## config.mk

```make
export PLATFORM = sky130hd
export DESIGN_NAME = strobe_mem_master
export DESIGN_NICKNAME = d
export VERILOG_FILES = /design/src/rtl/sbm_pkg.sv /design/src/rtl/sbm_interval_ctr.sv /design/src/rtl/sbm_cycle_fsm.sv /design/src/rtl/sbm_bus_path.sv /design/src/rtl/strobe_mem_master.sv
export SDC_FILE = /design/constraint.sdc
export NUM_CORES = 1
export LEC_CHECK = 0
export BUFFER_PORTS_ARGS = -buffer_cell sky130_fd_sc_hd__buf_4
export CORE_MARGIN = 3
export CORE_UTILIZATION = 38
export CTS_CLUSTER_DIAMETER = 120
export DETAILED_ROUTE_END_ITERATION = 7
export GPL_ROUTABILITY_DRIVEN = 0
export PLACE_DENSITY = 0.74
export SLEW_MARGIN = 25
export SYNTH_ARGS = -nofsm -noshare
export SYNTH_HDL_FRONTEND = slang
export SYNTH_HIERARCHICAL = 1
export SYNTH_SLANG_ARGS = --single-unit
```

## constraint.sdc

```tcl
create_clock -name clk -period 4.51 [get_ports clk]
set_input_delay 0.2255 -clock clk [delete_from_list [all_inputs] [get_ports clk]]
set_output_delay 0.2255 -clock clk [all_outputs]
set_load 0.05 [all_outputs]
```

## src/rtl/sbm_pkg.sv

```systemverilog
package sbm_pkg;
    typedef enum logic [1:0] {
        ST_IDLE   = 2'd0,
        ST_SETUP  = 2'd1,
        ST_ACCESS = 2'd2,
        ST_DONE   = 2'd3
    } sbm_state_e;
endpackage

```

## src/rtl/sbm_interval_ctr.sv

```systemverilog
module sbm_interval_ctr #(
    parameter int CW = 3
) (
    input  logic          clk,
    input  logic          rst_n,
    input  logic          load_i,
    input  logic [CW-1:0] load_val_i,
    input  logic          dec_i,
    output logic          last_o
);
    logic [CW-1:0] cnt_q;

    always_ff @(posedge clk or negedge rst_n) begin
        if (!rst_n) begin
            cnt_q <= '0;
        end else if (load_i) begin
            cnt_q <= load_val_i;
        end else if (dec_i && (cnt_q != '0)) begin
            cnt_q <= cnt_q - 1'b1;
        end
    end

    assign last_o = (cnt_q == '0);


    dec_moves_chk: assert property (@(posedge clk) disable iff (!rst_n)
        (dec_i && !load_i && cnt_q != '0) |=> (cnt_q == $past(cnt_q) - 1'b1));
endmodule

```

## src/rtl/sbm_cycle_fsm.sv

```systemverilog
module sbm_cycle_fsm
    import sbm_pkg::*;
#(
    parameter int SETUP_CYC  = 2,
    parameter int ACCESS_CYC = 3,
    parameter int CW         = 3
) (
    input  logic          clk,
    input  logic          rst_n,
    input  logic          start_i,
    input  logic          ctr_last_i,
    output sbm_state_e    state_o,
    output logic          accept_o,
    output logic          capture_o,
    output logic          ctr_load_o,
    output logic [CW-1:0] ctr_val_o,
    output logic          ctr_dec_o
);
    localparam logic [CW-1:0] SETUP_LAST  = CW'(SETUP_CYC - 1);
    localparam logic [CW-1:0] ACCESS_LAST = CW'(ACCESS_CYC - 1);

    sbm_state_e state_q, state_d;

    always_ff @(posedge clk or negedge rst_n) begin
        if (!rst_n) state_q <= ST_IDLE;
        else        state_q <= state_d;
    end

    always_comb begin
        state_d = state_q;
        unique case (state_q)
            ST_IDLE:   if (start_i)    state_d = ST_SETUP;
            ST_SETUP:  if (ctr_last_i) state_d = ST_ACCESS;
            ST_ACCESS: if (ctr_last_i) state_d = ST_DONE;
            ST_DONE:                   state_d = ST_IDLE;
            default:                   state_d = ST_IDLE;
        endcase
    end

    always_comb begin
        accept_o   = 1'b0;
        capture_o  = 1'b0;
        ctr_load_o = 1'b0;
        ctr_val_o  = '0;
        ctr_dec_o  = 1'b0;
        unique case (state_q)
            ST_IDLE: begin
                accept_o   = start_i;
                ctr_load_o = start_i;
                ctr_val_o  = SETUP_LAST;
            end
            ST_SETUP: begin
                ctr_load_o = ctr_last_i;
                ctr_val_o  = ACCESS_LAST;
                ctr_dec_o  = !ctr_last_i;
            end
            ST_ACCESS: begin
                capture_o = ctr_last_i;
                ctr_dec_o = !ctr_last_i;
            end
            ST_DONE: begin
            end
            default: begin
            end
        endcase
    end

    assign state_o = state_q;


    busy_start_ignored_chk: assert property (@(posedge clk) disable iff (!rst_n)
        (state_q != ST_IDLE) |=> (state_q != ST_SETUP || $past(state_q) == ST_SETUP));

    done_after_access_chk: assert property (@(posedge clk) disable iff (!rst_n)
        (state_q == ST_DONE) |-> ($past(state_q) == ST_ACCESS));
endmodule

```

## src/rtl/sbm_bus_path.sv

```systemverilog
module sbm_bus_path
    import sbm_pkg::*;
#(
    parameter int AW = 12,
    parameter int DW = 8
) (
    input  logic          clk,
    input  logic          rst_n,
    input  sbm_state_e    state_i,
    input  logic          accept_i,
    input  logic          capture_i,
    input  logic          wr_sel_i,
    input  logic [AW-1:0] addr_i,
    input  logic [DW-1:0] wdata_i,
    input  logic [DW-1:0] mem_din_i,
    output logic [AW-1:0] mem_addr_o,
    output logic          mem_rdwr_o,
    output logic          mem_en_o,
    output logic [DW-1:0] mem_dout_o,
    output logic          mem_doe_o,
    output logic [DW-1:0] rdata_o
);
    logic [AW-1:0] addr_q;
    logic [DW-1:0] wdata_q;
    logic [DW-1:0] rdata_q;
    logic          dir_q;
    logic          active;

    always_ff @(posedge clk or negedge rst_n) begin
        if (!rst_n) begin
            addr_q  <= '0;
            wdata_q <= '0;
            dir_q   <= 1'b0;
        end else if (accept_i) begin
            addr_q  <= addr_i;
            wdata_q <= wdata_i;
            dir_q   <= wr_sel_i;
        end
    end

    always_ff @(posedge clk or negedge rst_n) begin
        if (!rst_n)                   rdata_q <= '0;
        else if (capture_i && !dir_q) rdata_q <= mem_din_i;
    end

    assign active     = (state_i == ST_SETUP) || (state_i == ST_ACCESS);
    assign mem_addr_o = addr_q;
    assign mem_rdwr_o = (state_i != ST_IDLE) && dir_q;
    assign mem_en_o   = (state_i == ST_ACCESS);
    assign mem_doe_o  = active && dir_q;
    assign mem_dout_o = mem_doe_o ? wdata_q : '0;
    assign rdata_o    = rdata_q;


    doe_only_write_chk: assert property (@(posedge clk) disable iff (!rst_n)
        mem_doe_o |-> mem_rdwr_o);

    rdata_hold_chk: assert property (@(posedge clk) disable iff (!rst_n)
        (!capture_i || dir_q) |=> $stable(rdata_o));
endmodule

```

## src/rtl/strobe_mem_master.sv

```systemverilog
module strobe_mem_master
    import sbm_pkg::*;
#(
    parameter int AW         = 12,
    parameter int DW         = 8,
    parameter int SETUP_CYC  = 2,
    parameter int ACCESS_CYC = 3
) (
    input  logic          clk,
    input  logic          rst_n,
    input  logic          start_i,
    input  logic          wr_sel_i,
    input  logic [AW-1:0] addr_i,
    input  logic [DW-1:0] wdata_i,
    output logic [DW-1:0] rdata_o,
    output logic          done_o,
    output logic          busy_o,
    output logic          mem_rdwr_o,
    output logic          mem_en_o,
    output logic [AW-1:0] mem_addr_o,
    output logic [DW-1:0] mem_dout_o,
    output logic          mem_doe_o,
    input  logic [DW-1:0] mem_din_i
);
    localparam int MAXC = (SETUP_CYC > ACCESS_CYC) ? SETUP_CYC : ACCESS_CYC;
    localparam int CW   = $clog2(MAXC + 1);

    sbm_state_e    state;
    logic          accept, capture, ctr_load, ctr_dec, ctr_last;
    logic [CW-1:0] ctr_val;

    sbm_cycle_fsm #(.SETUP_CYC(SETUP_CYC), .ACCESS_CYC(ACCESS_CYC), .CW(CW)) u_fsm (
        .clk(clk), .rst_n(rst_n), .start_i(start_i), .ctr_last_i(ctr_last),
        .state_o(state), .accept_o(accept), .capture_o(capture),
        .ctr_load_o(ctr_load), .ctr_val_o(ctr_val), .ctr_dec_o(ctr_dec)
    );

    sbm_interval_ctr #(.CW(CW)) u_ctr (
        .clk(clk), .rst_n(rst_n), .load_i(ctr_load), .load_val_i(ctr_val),
        .dec_i(ctr_dec), .last_o(ctr_last)
    );

    sbm_bus_path #(.AW(AW), .DW(DW)) u_path (
        .clk(clk), .rst_n(rst_n), .state_i(state), .accept_i(accept),
        .capture_i(capture), .wr_sel_i(wr_sel_i), .addr_i(addr_i),
        .wdata_i(wdata_i), .mem_din_i(mem_din_i), .mem_addr_o(mem_addr_o),
        .mem_rdwr_o(mem_rdwr_o), .mem_en_o(mem_en_o), .mem_dout_o(mem_dout_o),
        .mem_doe_o(mem_doe_o), .rdata_o(rdata_o)
    );

    assign busy_o = (state != ST_IDLE);
    assign done_o = (state == ST_DONE);


    addr_stable_chk: assert property (@(posedge clk) disable iff (!rst_n)
        (busy_o && $past(busy_o)) |-> ($stable(mem_addr_o) && $stable(mem_rdwr_o)));

    done_single_chk: assert property (@(posedge clk) disable iff (!rst_n)
        done_o |=> (!done_o && !busy_o));

    done_follows_en_chk: assert property (@(posedge clk) disable iff (!rst_n)
        $rose(done_o) |-> $past(mem_en_o));

    en_after_setup_chk: assert property (@(posedge clk) disable iff (!rst_n)
        $rose(mem_en_o) |-> ($past(busy_o) && !$past(mem_en_o)));
endmodule

```

==> summary.md <==
| Metric | Value |
|---|---|
| Status | completed |
| Relative slew slack | 33.6% |
| Max Cap Violations | 0 |
| Die ar. | 4910 sq um |
| Number of library cell types mapped by synthesis | 23 |
| Worst hold endpoint | u_path/dir_q |
| Drt pass-1 iters | 4 |
| Global-route wire length before repair | 5690 microns |
| Grt met2 use | 24.9% |
| Root buf cell | clkbuf_8 |
| Data required, critical path | 4.68 ns |
| GRT Total Usage | 14.7% |
| Setup violations, final | 0 |
| Min cycle time layout | 2.33 ns |
| Area Growth Syn to Fin | 38.9% |
| Mapped Cells | 112 |
| Initial antenna violation count | 0 |
| Most common cell after layout, fill and taps aside | buf_4 |
| CTS H-Tree Depth | 2 |
| Boundary Pins | 65 |
| Hold path cells | 2 |
| Worst-margin pin slew | 0.996 ns |
| Seq cells post-synth | 33 |
| Critical path capture point type | register |
| Antenna Violating Nets Remaining | 0 |
| Cts bufs inserted | 5 |
| Reg-to-Reg End | u_ctr/cnt_q[1] |
| Final core occ | 57.1% |
| Period utilisation layout | 51.7% |
| Worst path slowest cell | and2_1 |
| Routed WL per cell | 15.1 microns |
| YS warnings | 6 |
| Crit-path max cell delay | 0.49 ns |
| Kind of critical path | register to register |
| Wirelength, routed | 3470 microns |
| Worst endpoint data arrival time | 2.50 ns |
| Share of cells above drive strength 1 | 47.5% |
| Routed vias/inst | 4.87 |
| Syn Nets | 152 |
| GRT met3 Usage | 4.17% |
| Global route total overflow | 0 |
| Port buffer count | 64 |
| Syn avg cell area | 13.9 sq um |
| Fin. max-slew vios | 0 |
| Largest net degree at the start of global routing | 34 |
| Worst Reg-to-Reg Cells | 6 |
| Vias in the first global route | 1178 |
| Residual DRC | 0 |
| Register clock-pin slew on the reported worst setup and hold paths | 0.07 ns |
| Register area share after synthesis | 52.9% |
| Share of synthesized registers carrying an async set or reset | 100% |
| Ant. Diodes | 0 |
| Initial core utilization | 41.1% |
| Fillers | 323 |
| HP Start | wr_sel_i |
| Startpoint types | register |
| Routed vias | 1116 |
| Most used DFF post-synth | dfrtp_1 |
| CTS Buffer Depth | 2 |
| Clock tree from TritonCTS | built |
| Commonest cells after routing, fill and taps aside | buf_4, dfrtp_1, mux2_1 |
| Gr busiest metal | met2 |
| Clock sink total | 33 |
| Flop2flop setup slack | 2.18 ns |
| DIE WIDTH | 70.1 microns |
| Clk_lat worst skew | 0.28 ns |
| Die Span Y | 70.1 microns |
| Max Clock Skew | 0.00565 ns |
| Min Hold Slack | 0.157 ns |
| Fmax achieved | 429 MHz |
| EDFF count, synth | 0 |
| Critical-path maximum fanout | 22 |
| CP cell instances | inv_1, ha_1, and2_1, a21o_2, or4b_1, o311ai_0 |
| Worst R2R Start | u_fsm/state_o[0] |
| Setup TNS Final | 0 ns |
| Final Hold Viols | 0 |
| Hold WC Path Type | primary input to register |
| Nets | 220 |
| M1 GR Usage | 17.4% |
| DR iter-0 viols | 77 |
| RSZ-0062 raised after global routing | false |
| Core area | 3800 sq um |
| Synthesized area | 1560 sq um |
| Row count | 22 |
cells by family after synthesis:
group	count (synthesis)	share of synthesized area [%]
adders and majority gates	8	6.41
buffers and inverters	12	3.85
DFF	33	52.9
and+or+nand+nor	23	9.54
AOI/OAI and AO/OA	6	3.53
muxes	30	23.8
worst max-delay path: cells and delay by family (launching register included):
family / cells / cell delay, ns
compound gates: 2 / 0.47
fa+ha+maj: 1 / 0.24
buf+inv: 1 / 0.12
flops: 1 / 0.43
simple gates: 2 / 0.95
through the flow:
step	cells	instance area (sq um)	worst slack (ns)
finish	229	2170	2.18
detailed placement	220	2070	2.20
CTS	229	2170	2.18
global placement	220	2070	2.28
global route	229	2170	2.02
floorplan	112	1560	2.77
sequential cells by signal, summed over array words and instances, names as in the netlist:
signal             cells
u_ctr/cnt_q            2
u_path/rdata_o         8
u_path/wdata_q         8
u_path/dir_q           1
u_path/mem_addr_o     12
u_fsm/state_o          2
worst max-delay path by stage:
| stage | from | endpoint | slack (ns) | depth (start not counted) |
|---|---|---|---|---|
| 2_1_floorplan | u_fsm/state_o[1] | u_ctr/cnt_q[1] | 2.77 | 6 |
| 3_3_place_gp | u_fsm/state_o[1] | u_ctr/cnt_q[1] | 2.28 | 6 |
| 3_5_place_dp | u_fsm/state_o[1] | u_ctr/cnt_q[1] | 2.20 | 6 |
| 6_report | u_fsm/state_o[0] | u_ctr/cnt_q[1] | 2.18 | 6 |
| 5_1_grt | u_fsm/state_o[1] | u_ctr/cnt_q[1] | 2.02 | 6 |
| 4_1_cts | u_fsm/state_o[1] | u_ctr/cnt_q[1] | 2.18 | 6 |
area by class of cell:
type / instances / area (sq um) / share of cell area (%)
Sequential cell: 33 / 826 / 38.1
Clock buffer: 5 / 68.8 / 3.17
Clock inverter: 3 / 17.5 / 0.808
Multi-Input combinational cell: 67 / 676 / 31.2
Tap cell: 48 / 60.1 / 2.77
Timing Repair Buffer: 65 / 490 / 22.6
Inverter: 8 / 30.0 / 1.38
cell usage after synthesis (2+ instances only):
master,count,area (sq um)
and2_1,3,18.8
mux2_1,21,236
or4b_1,2,20.0
and3_1,8,50.1
buf_4,2,15.0
ha_1,8,100
nand2_1,2,7.51
inv_1,8,30.0
dfrtp_1,33,826
nor2b_1,4,25.0
mux2_4,9,135
routing by layer:
layer	up-vias	share of wire, %
met2	45	48
li1	521	-
met1	545	43
met4	0	1.2
met5	-	0
met3	5	7.4
timing repair:
action / CTS / global route
buffers inserted: 0 / 0
hold buffers: 1 / 0
hold endpoints to repair: 33 / 0
gates resized for setup: 0 / 0
Power is not shown: default switching activity piles up to over one toggle a cycle in this logic, so the estimate is an artifact.
